File: src/rtl/spi_clk_profile_pkg.sv
package spi_clk_profile_pkg;

  localparam int unsigned DEF_ACC_W     = 12;
  localparam int unsigned DEF_TICK_BITS = 10;
  localparam int unsigned DEF_WORD_W    = 14;
  localparam int unsigned DEF_SYNC      = 2;

  // A half-period tick is due when the low tick_bits of the phase plus the
  // word reach the next multiple of 2**tick_bits.
  function automatic logic tick_due(input int unsigned low_phase,
                                    input int unsigned word,
                                    input int unsigned tick_bits);
    return (low_phase + word) >= (32'd1 << tick_bits);
  endfunction

  // Pick the edge event that a rising-select bit refers to.
  function automatic logic pick_edge(input logic use_leading,
                                     input logic leading_ev,
                                     input logic trailing_ev);
    return use_leading ? leading_ev : trailing_ev;
  endfunction

endpackage

File: src/rtl/sclk_phase_accum.sv
module sclk_phase_accum
  import spi_clk_profile_pkg::*;
#(
  parameter int unsigned ACC_W     = DEF_ACC_W,
  parameter int unsigned TICK_BITS = DEF_TICK_BITS,
  parameter int unsigned WORD_W    = DEF_WORD_W
) (
  input  logic              clk,
  input  logic              rst_n,
  input  logic              enable,
  input  logic [WORD_W-1:0] word,
  input  logic              restart_loop,
  output logic              tick,
  output logic              phase_q,
  output logic              leading_ev,
  output logic              trailing_ev
);

  logic             en_q;
  logic             start;
  logic [ACC_W-1:0] acc_q;
  logic [ACC_W-1:0] base;
  logic [ACC_W-1:0] acc_nxt;

  assign start   = enable & ~en_q;
  assign base    = (start && restart_loop) ? '0 : acc_q;
  assign acc_nxt = base + ACC_W'(word);
  assign tick    = enable & tick_due(int'(base[TICK_BITS-1:0]), int'(word), TICK_BITS);

  assign leading_ev  = tick & ~phase_q;
  assign trailing_ev = tick & phase_q;

  always_ff @(posedge clk) begin
    if (!rst_n) begin
      en_q    <= 1'b0;
      acc_q   <= '0;
      phase_q <= 1'b0;
    end else begin
      en_q <= enable;
      if (enable) begin
        acc_q <= acc_nxt;
        if (tick) phase_q <= ~phase_q;
      end else begin
        phase_q <= 1'b0;
      end
    end
  end

endmodule

File: src/rtl/sclk_strobe_select.sv
module sclk_strobe_select
  import spi_clk_profile_pkg::*;
#(
  parameter int unsigned SYNC_STAGES = DEF_SYNC
) (
  input  logic clk,
  input  logic rst_n,
  input  logic enable,
  input  logic launch_rise,
  input  logic latch_rise,
  input  logic async_in,
  input  logic leading_ev,
  input  logic trailing_ev,
  output logic launch_pulse,
  output logic sample_pulse,
  output logic sample_event,
  output logic async_cap_ev
);

  logic                   launch_event;
  logic                   smp_q;
  logic [SYNC_STAGES-1:0] dly_q;

  assign launch_event = pick_edge(launch_rise, leading_ev, trailing_ev);
  assign sample_event = pick_edge(latch_rise, leading_ev, trailing_ev);

  always_ff @(posedge clk) begin
    if (!rst_n) begin
      launch_pulse <= 1'b0;
      smp_q        <= 1'b0;
    end else begin
      launch_pulse <= launch_event;
      smp_q        <= sample_event;
    end
  end

  generate
    if (SYNC_STAGES == 1) begin : g_one_stage
      always_ff @(posedge clk) begin
        if (!rst_n)       dly_q <= '0;
        else if (!enable) dly_q <= '0;
        else              dly_q <= sample_event;
      end
      assign async_cap_ev = sample_event;
    end else begin : g_multi_stage
      always_ff @(posedge clk) begin
        if (!rst_n)       dly_q <= '0;
        else if (!enable) dly_q <= '0;
        else              dly_q <= {dly_q[SYNC_STAGES-2:0], sample_event};
      end
      assign async_cap_ev = enable & dly_q[SYNC_STAGES-2];
    end
  endgenerate

  assign sample_pulse = async_in ? dly_q[SYNC_STAGES-1] : smp_q;

endmodule

File: src/rtl/sdi_capture.sv
module sdi_capture
  import spi_clk_profile_pkg::*;
#(
  parameter int unsigned SYNC_STAGES = DEF_SYNC
) (
  input  logic clk,
  input  logic rst_n,
  input  logic async_in,
  input  logic sdi,
  input  logic sync_cap_ev,
  input  logic async_cap_ev,
  output logic rx_bit
);

  logic [SYNC_STAGES-1:0] sync_q;

  generate
    if (SYNC_STAGES == 1) begin : g_one_flop
      always_ff @(posedge clk) begin
        if (!rst_n) sync_q <= '0;
        else        sync_q <= sdi;
      end
    end else begin : g_chain
      always_ff @(posedge clk) begin
        if (!rst_n) sync_q <= '0;
        else        sync_q <= {sync_q[SYNC_STAGES-2:0], sdi};
      end
    end
  endgenerate

  always_ff @(posedge clk) begin
    if (!rst_n) begin
      rx_bit <= 1'b0;
    end else if (async_in) begin
      if (async_cap_ev) rx_bit <= sync_q[SYNC_STAGES-1];
    end else if (sync_cap_ev) begin
      rx_bit <= sdi;
    end
  end

endmodule

File: src/rtl/spi_clk_profile_gen.sv
module spi_clk_profile_gen
  import spi_clk_profile_pkg::*;
#(
  parameter int unsigned ACC_W       = DEF_ACC_W,
  parameter int unsigned TICK_BITS   = DEF_TICK_BITS,
  parameter int unsigned WORD_W      = DEF_WORD_W,
  parameter int unsigned SYNC_STAGES = DEF_SYNC
) (
  input  logic              clk,
  input  logic              rst_n,
  input  logic              enable,
  input  logic [WORD_W-1:0] freq_word,
  input  logic              restart_loop,
  input  logic              cpol,
  input  logic              latch_rise,
  input  logic              launch_rise,
  input  logic              async_in,
  input  logic              sdi,
  output logic              sclk,
  output logic              launch_pulse,
  output logic              sample_pulse,
  output logic              rx_bit
);

  // Internal events, named for the checker.
  logic tick;
  logic phase_q;
  logic leading_ev;
  logic trailing_ev;
  logic sample_event;
  logic async_cap_ev;

  sclk_phase_accum #(
    .ACC_W    (ACC_W),
    .TICK_BITS(TICK_BITS),
    .WORD_W   (WORD_W)
  ) u_accum (
    .clk         (clk),
    .rst_n       (rst_n),
    .enable      (enable),
    .word        (freq_word),
    .restart_loop(restart_loop),
    .tick        (tick),
    .phase_q     (phase_q),
    .leading_ev  (leading_ev),
    .trailing_ev (trailing_ev)
  );

  sclk_strobe_select #(
    .SYNC_STAGES(SYNC_STAGES)
  ) u_strobe (
    .clk         (clk),
    .rst_n       (rst_n),
    .enable      (enable),
    .launch_rise (launch_rise),
    .latch_rise  (latch_rise),
    .async_in    (async_in),
    .leading_ev  (leading_ev),
    .trailing_ev (trailing_ev),
    .launch_pulse(launch_pulse),
    .sample_pulse(sample_pulse),
    .sample_event(sample_event),
    .async_cap_ev(async_cap_ev)
  );

  sdi_capture #(
    .SYNC_STAGES(SYNC_STAGES)
  ) u_capture (
    .clk         (clk),
    .rst_n       (rst_n),
    .async_in    (async_in),
    .sdi         (sdi),
    .sync_cap_ev (sample_event),
    .async_cap_ev(async_cap_ev),
    .rx_bit      (rx_bit)
  );

  assign sclk = cpol ^ phase_q;

endmodule

File: config.mk
export PLATFORM = sky130hd
export DESIGN_NAME = spi_clk_profile_gen
export DESIGN_NICKNAME = d
export VERILOG_FILES = /design/src/rtl/spi_clk_profile_pkg.sv /design/src/rtl/sclk_phase_accum.sv /design/src/rtl/sclk_strobe_select.sv /design/src/rtl/sdi_capture.sv /design/src/rtl/spi_clk_profile_gen.sv
export SDC_FILE = /design/constraint.sdc
export NUM_CORES = 1
export LEC_CHECK = 0
export ABC_CLOCK_PERIOD_IN_PS = 4500
export BUFFER_PORTS_ARGS = -buffer_cell sky130_fd_sc_hd__buf_2
export CAP_MARGIN = 30
export CORE_ASPECT_RATIO = 1.75
export CORE_MARGIN = 4
export CORE_UTILIZATION = 58
export CTS_CLUSTER_SIZE = 8
export DETAILED_ROUTE_END_ITERATION = 8
export PLACE_DENSITY = 0.93
export SETUP_SLACK_MARGIN = 0.1
export SLEW_MARGIN = 10
export SYNTH_ARGS = -nofsm -noshare
export SYNTH_HDL_FRONTEND = slang
export SYNTH_SLANG_ARGS = --single-unit
File: constraint.sdc
create_clock -name clk -period 4.5 [get_ports clk]
set_input_delay 0 -clock clk [delete_from_list [all_inputs] [get_ports clk]]
set_output_delay 0 -clock clk [all_outputs]
set_load 0.02 [all_outputs]
==> parameters.txt, run 1 <==
Parameter                              Value

Outcome
  Status    finished, final reports clean

GRT
  Total overflow reported by the global router    0
  Antenna violations before repair    0
  Global-route wire length before repair    5.03 mm
  Overall global routing resource usage    0.197
  Largest net degree at the start of global routing    23
  Via count of the first global-routing pass    1204

Clock network
  Clock tree root driver cell    sky130_fd_sc_hd__clkbuf_4
  Num Clock Sinks    19
  Clock-pin slew on the worst setup and hold paths    100 ps
  Post_cts resized    0
  Number of buffers on the longest clock path    2
  TritonCTS clock tree    yes
  Clock network latency to the later pin of the worst-skew pair    280 ps
  TritonCTS buffer count    3
  Number of H-tree levels    1

Yosys
  Area share of the largest cell type after synthesis    0.282
  Synthesized netlist cell count    156
  Synthesis Warnings    0
  Average instance area after synthesis    8.65 µm²
  Most area-hungry cell type in the Yosys netlist    sky130_fd_sc_hd__dfxtp_1
  Syn_nets    190
  Flip-flop and latch count after synthesis    19
  Cell variety after synth    40
  Largest cells by area after synthesis    sky130_fd_sc_hd__dfxtp_1 28%, sky130_fd_sc_hd__ha_1 9.3%, sky130_fd_sc_hd__and2_1 6.5%, sky130_fd_sc_hd__mux2i_1 5.2%, sky130_fd_sc_hd__xnor2_1 3.9%
  Sequential-to-total area share from yosys stat    0.282
  Post-synth design cell area    1350 µm²

Critical path
  Launch point of the worst reg-to-reg path    u_accum.en_q
  Required @ worst endpoint    4720 ps
  Worst Path Arrival    3550 ps
  Sort of element at the end of the critical path    flop
  Register-to-register setup slack    1170 ps
  Critical Path Source Type    flop
  Worst Reg2Reg Path Length in Cells    11
  Reg2Reg Capture Point    u_capture.rx_bit
  Worst-path fanout max    10
  Worst setup path category    reg2reg

Place
  Post-Place Worst Slack    1070 ps
  Cell area reported after detailed placement    1490 µm²
  Total of buffers placed on input and output ports    26
  Gpl congestion    0.845
  Detailed-placement wirelength estimate    2.28 mm

Drt
  Total via count after detailed routing    1210
  Count of antenna-violating nets left after detailed routing    0
  DR pass1 iterations    4
  Average wire length per cell after detail routing    13.9 µm
  Overall routed net length    2.87 mm
  Via/cell ratio    5.87
  # DRC    0
  DRC violation total after the first TritonRoute iteration    29

Layout
  Nets    217
  Most frequent standard cell in the layout excluding fill and tap cells    sky130_fd_sc_hd__buf_2
  Final Instance Area    1540 µm²
  Fraction of layout cells with a size suffix above 1    0.225
  Ant diodes    0
  Commonest non-fill, non-tap cells in the layout    26 x sky130_fd_sc_hd__buf_2, 19 x sky130_fd_sc_hd__dfxtp_1, 14 x sky130_fd_sc_hd__and2_1, 12 x sky130_fd_sc_hd__nand2_1, 10 x sky130_fd_sc_hd__ha_1
  Synthesis-to-layout area growth    13.7%

Worst hold path
  Hold crit path type    in2reg
  Hold depth    3
  Terminating pin of the worst hold path    u_strobe.dly_q[0]
  Hold Crit Start    latch_rise

Timing
  Sum Neg Setup Slack    0 ps
  Final Worst Setup Slack    1170 ps
  RSZ-0062 raised after global routing    no
  Worst Clk Skew    3.47 ps
  Final setup violating endpoints    0
  Worst slew margin    0.715
  Slew Viols, Final    0
  Worst hold slack    70.2 ps
  Final critical-path share of the clock period    0.741
  Achievable Freq    300 MHz
  Number of hold-slack violations in the final timing report    0
  Slew @ Worst Pin    427 ps
  Crit path time final    3330 ps

Power
  P_leak    0.711 nW
  PnR Total Power    426 µW
  Maximum VDD drop    205 µV
  Areal power density over the cells    277 nW/µm²

Die
  Core Rows    22
  DIE WIDTH    44.5 µm
  Die Y    71.8 µm
  Effective utilization at floorplan    0.629
  Placeable core region    2150 µm²
  Total Die Area    3190 µm²
  Ports    27

Flow run
  Max-cap violations    0
## kinds of logic (layout without fill, tap and decap cells)
kind of cell	count (synthesis)	count (layout)	share of synthesized area
AND/OR/NAND/NOR	57	57	0.247
AO/OA/AOI/OAI	40	40	0.209
flip-flops	19	19	0.282
buffers and inverters	12	38	0.0334
adder cells (fa/ha/maj)	11	11	0.108
multiplexers	9	9	0.0686
XOR/XNOR	8	8	0.0519
## power breakdown
group / internal, mW / switching (mW)
Sequential: 0.183 / 0.00701
Combinational: 0.0720 / 0.0838
Clock: 0.0329 / 0.0471
## stage by stage
step                std cells   util
finish                    206  0.715
floorplan                 156      -
detailed placement        200  0.693
CTS                       206  0.715
global placement          200  0.693
global route              206  0.715
## critical path: stages (launching register included)
cell	delay, ps
sky130_fd_sc_hd__dfxtp_1	310
sky130_fd_sc_hd__nand3b_1	290
sky130_fd_sc_hd__and2_1	260
sky130_fd_sc_hd__ha_1	220
sky130_fd_sc_hd__fa_1	430
sky130_fd_sc_hd__a211oi_1	290
sky130_fd_sc_hd__o21bai_1	140
sky130_fd_sc_hd__a211oi_1	280
sky130_fd_sc_hd__mux2i_1	260
sky130_fd_sc_hd__or3b_4	420
sky130_fd_sc_hd__a32oi_2	180
sky130_fd_sc_hd__mux2i_1	190
## metal layers
layer  up-vias  GRT usage  routed length [µm]
li1        618          -                   -
met3         2     0.0226                 103
met4         0     0.0403                  16
met2        24      0.360                1540
met1       566      0.236                1210
met5         -          0                   0
## worst max-delay path by stage
stage	start	end	slack [ps]	cells after the start
floorplan	enable	u_capture.rx_bit	1470	12
global placement	enable	u_capture.rx_bit	1230	12
detailed placement	enable	u_capture.rx_bit	1070	12
CTS	u_accum.en_q	u_capture.rx_bit	1150	11
global route	u_accum.en_q	u_capture.rx_bit	850	11
finish	u_accum.en_q	u_capture.rx_bit	1170	11
## flip-flops by register name, summed over array words and instances (netlist names)
signal and flops:
u_accum.acc_q 10, u_accum.en_q 1, u_accum.phase_q 1, u_capture.rx_bit 1, u_capture.sync_q 2, u_strobe.dly_q 2
u_strobe.launch_pulse 1, u_strobe.smp_q 1
## final cells by class
cell class              instances  area, µm²
clock buffers                   3       22.5
clock inverters                 1       5.00
fillers                       166        612
inverters                       6       22.5
multi-input cells             125        925
flip-flops and latches         19        380
well taps                      24       30.0
repair buffers                 28        150
## synthesized netlist by cell type, drive strengths merged
| cell type | count |
|---|---|
| a311o | 1 |
| nand4 | 2 |
| o211ai | 2 |
| o211a | 1 |
| clkbuf | 5 |
| o21ai | 8 |
| buf | 1 |
| nor3 | 3 |
| xnor2 | 6 |
| mux2 | 2 |
| nor2b | 5 |
| a211o | 1 |
| o21a | 1 |
| nand3b | 5 |
| xor2 | 2 |
| nand3 | 3 |
| inv | 6 |
| mux2i | 7 |
| ha | 10 |
| nor3b | 3 |
| nor2 | 3 |
| dfxtp | 19 |
| fa | 1 |
| nand2 | 12 |
| a32oi | 1 |
| a21o | 3 |
| or4 | 1 |
| a21oi | 9 |
| and2 | 15 |
| or3b | 1 |
| o22ai | 2 |
| a31oi | 1 |
| o21bai | 4 |
| a211oi | 5 |
| o221ai | 1 |
| and3 | 4 |
## what timing repair did
| item | 4_1_cts | 5_1_grt |
|---|---|---|
| endpoints found under the hold margin | 2 | 0 |
| hold buffers | 2 | 0 |
| setup endpoints to repair | 0 | 0 |
| setup buffers | 0 | 0 |
No activity file was read; power rests on OpenSTA's default activity.
==> run 2: changes to the inputs <==
--- a/config.mk
+++ b/config.mk
@@ -5,15 +5,16 @@
 export SDC_FILE = /design/constraint.sdc
 export NUM_CORES = 1
 export LEC_CHECK = 0
-export ABC_CLOCK_PERIOD_IN_PS = 4500
+export ABC_AREA = 1
+export ABC_CLOCK_PERIOD_IN_PS = 3300
 export BUFFER_PORTS_ARGS = -buffer_cell sky130_fd_sc_hd__buf_2
 export CAP_MARGIN = 30
 export CORE_ASPECT_RATIO = 1.75
 export CORE_MARGIN = 4
-export CORE_UTILIZATION = 58
+export CORE_UTILIZATION = 55
 export CTS_CLUSTER_SIZE = 8
 export DETAILED_ROUTE_END_ITERATION = 8
-export PLACE_DENSITY = 0.93
+export PLACE_DENSITY = 0.89
 export SETUP_SLACK_MARGIN = 0.1
 export SLEW_MARGIN = 10
 export SYNTH_ARGS = -nofsm -noshare
==> constraint.sdc (replaced) <==
create_clock -name clk -period 3.3 [get_ports clk]
set_input_delay 0 -clock clk [delete_from_list [all_inputs] [get_ports clk]]
set_output_delay 0 -clock clk [all_outputs]
set_load 0.02 [all_outputs]
==> run 2 against run 1 <==
First-iteration DRC count rose by 45%; die area rose by 9.1%; clock skew fell by 0.84 ps; critical path depth rose by 5; sequential share of layout area fell by 1.5 points; synthesized area rose by 5.0%; sequential power rose by 34%; critical path type unchanged; largest cell class unchanged; largest power group unchanged.
==> parameters.txt, run 2 <==
Parameter                              Value

Critical path
  Slowest CP cell    sky130_fd_sc_hd__nor2_1
  Stage delay of the slowest cell on the critical path    570 ps
  CP most frequent cell    sky130_fd_sc_hd__nor2_1
  Critical Path Source Type    flop
  Cell-by-cell trace of the critical path    nor2_1 > nor2_1 > ha_1 > fa_1 > nand3_1 > nand2_2 > nand3_2 > nand2_2 > nand3_1 > o21ai_1 > nor2_1 > nand2_2 > nand4_2 > nand3_2 > a21oi_1 > nor2_1
  Worst Path Arrival    2970 ps
  Worst-path fanout max    10
  Sort of element at the end of the critical path    flop
  Required @ worst endpoint    3460 ps
  Worst setup path category    reg2reg

Yosys
  Synthesized netlist cell count    217
  Number of enable flip-flop cells after synthesis    0
  Most instantiated cells after synthesis    45 x sky130_fd_sc_hd__nand2_1, 42 x sky130_fd_sc_hd__inv_1, 22 x sky130_fd_sc_hd__a21oi_1, 19 x sky130_fd_sc_hd__dfxtp_1, 19 x sky130_fd_sc_hd__nor2_1
  Flip-flop and latch count after synthesis    19
  Syn_nets    251
  Area share of the largest cell type after synthesis    0.268
  Largest cells by area after synthesis    sky130_fd_sc_hd__dfxtp_1 27%, sky130_fd_sc_hd__nand2_1 12%, sky130_fd_sc_hd__inv_1 11%, sky130_fd_sc_hd__ha_1 8.8%, sky130_fd_sc_hd__a21oi_1 7.8%
  Most area-hungry cell type in the Yosys netlist    sky130_fd_sc_hd__dfxtp_1
  Synthesis Warnings    0
  Post-synth design cell area    1420 µm²
  Most common cell in the synthesized netlist    sky130_fd_sc_hd__nand2_1
  Sequential-to-total area share from yosys stat    0.268
  Fraction of synthesis flops using an asynchronous set or reset pin    0
  Average instance area after synthesis    6.53 µm²
  Cell variety after synth    27
  Post-synth top flop    sky130_fd_sc_hd__dfxtp_1

Timing
  Slew @ Worst Pin    732 ps
  Crit path time final    2800 ps
  Worst Clk Skew    2.63 ps
  Final critical-path share of the clock period    0.850
  Slew Viols, Final    0
  Achievable Freq    357 MHz
  Sum Neg Setup Slack    0 ps
  Number of hold-slack violations in the final timing report    0
  Final setup violating endpoints    0
  RSZ-0062 raised after global routing    no
  Worst slew margin    0.510

Place
  Gpl congestion    0.942
  Total of buffers placed on input and output ports    26
  Detailed-placement wirelength estimate    2.49 mm

GRT
  Antenna violations before repair    0
  Total overflow reported by the global router    0
  Via count of the first global-routing pass    1343
  Largest net degree at the start of global routing    21
  Global-route wire length before repair    5.04 mm
  Overall global routing resource usage    0.195

Die
  DIE WIDTH    46.4 µm
  Die Y    75.2 µm
  Placeable core region    2490 µm²
  Core Rows    24
  Total Die Area    3490 µm²
  Ports    27
  Effective utilization at floorplan    0.569

Drt
  Average wire length per cell after detail routing    11.4 µm
  Count of antenna-violating nets left after detailed routing    0
  DR pass1 iterations    4
  DRC violation total after the first TritonRoute iteration    42
  Overall routed net length    3.09 mm
  Via/cell ratio    5.17
  # DRC    0
  Total via count after detailed routing    1402

Clock network
  Clock-pin slew on the worst setup and hold paths    80 ps
  Clock network latency to the later pin of the worst-skew pair    260 ps
  Post-CTS Repair Setup Buffers    0
  TritonCTS buffer count    3
  TritonCTS clock tree    yes
  Number of H-tree levels    1
  Clock tree root driver cell    sky130_fd_sc_hd__clkbuf_8
  Number of buffers on the longest clock path    2
  Num Clock Sinks    19

Power
  Clk pwr share    0.265
  Internal portion of total power    418 µW
  Net switching component of the power    222 µW
  Relative contribution of sequential cells to total power    0.397
  Areal power density over the cells    392 nW/µm²
  Switching power as a share of total power    0.347
  P_leak    0.942 nW
  Maximum VDD drop    234 µV
  Relative contribution of combinational cells to total power    0.338
  PnR Total Power    640 µW

Layout
  Most frequent standard cell in the layout excluding fill and tap cells    sky130_fd_sc_hd__nand2_1
  Nets    280
  Ant diodes    0
  Fraction of layout cells with a size suffix above 1    0.200
  Biggest registers after layout    u_accum.acc_q (10), u_capture.sync_q (2), u_strobe.dly_q (2)
  Max FFs per register    10
  Synthesis-to-layout area growth    15.2%
  Most flops, register    u_accum.acc_q
  Commonest non-fill, non-tap cells in the layout    45 x sky130_fd_sc_hd__nand2_1, 42 x sky130_fd_sc_hd__inv_1, 26 x sky130_fd_sc_hd__buf_2, 22 x sky130_fd_sc_hd__a21oi_1

Worst hold path
  Hold crit path type    in2reg

Flow run
  Max-cap violations    0

Outcome
  Status    finished, final reports clean
[run 2: final timing paths]
kind	start	endpoint	slack, ps	depth (start not counted)
worst min-delay path	rst_n	u_capture.sync_q[1]	30	3
worst max-delay path	u_accum.en_q	u_capture.rx_bit	500	16
worst max register to register	u_accum.en_q	u_capture.rx_bit	500	16
worst min register to register	u_capture.sync_q[0]	u_capture.sync_q[1]	420	2
[run 2: power groups by stage]
stage	clock network (mW)	registers, mW	logic (mW)
floorplan	0	0.261	0.159
global route	0.179	0.256	0.246
detailed placement	0	0.260	0.213
CTS	0.173	0.254	0.216
global placement	0	0.259	0.207
finish	0.170	0.254	0.216
[run 2: through the flow]
step,hold WS (ps),std cells,area (µm²),worst slack [ps],util
floorplan,87.0,217,1420,911,-
global placement,190,265,1560,675,0.628
detailed placement,192,265,1560,566,0.628
CTS,22.5,271,1630,504,0.655
global route,42.9,271,1630,280,0.655
finish,27.0,271,1630,495,0.655
[run 2: kinds of logic after synthesis]
kind of cell / count (synthesis) / synth area share
and+or+nand+nor: 90 / 0.295
buffers and inverters: 49 / 0.131
AOI/OAI and AO/OA: 38 / 0.141
DFF: 19 / 0.268
adders and majority gates: 11 / 0.102
xor gates and xnor gates: 9 / 0.0556
muxes: 1 / 0.00706
[run 2: routing by layer]
layer	part of all wire	global-route usage	up-vias
met4	0.025	0.0981	0
met3	0.046	0.0167	9
li1	-	-	732
met2	0.54	0.373	37
met1	0.39	0.197	624
met5	0	0	-
[run 2: area by class of cell]
class / instances / area [µm²]
clock buffers: 3 / 41.3
clock inverters: 1 / 7.51
fillers: 256 / 860
inverters: 45 / 169
multi-input cells: 149 / 852
flip-flops and latches: 19 / 380
well taps: 26 / 32.5
repair buffers: 28 / 150
[run 2: what timing repair did]
action	CTS	global route
hold buffers	2	0
resized for setup	0	0
hold endpoints to repair	2	0
[run 2: critical path, delay by kind of cell, from the launching register on]
kind | cells | cell delay (ps)
compound gates | 2 | 200
fa+ha+maj | 2 | 640
flops | 1 | 300
simple gates | 12 | 1560
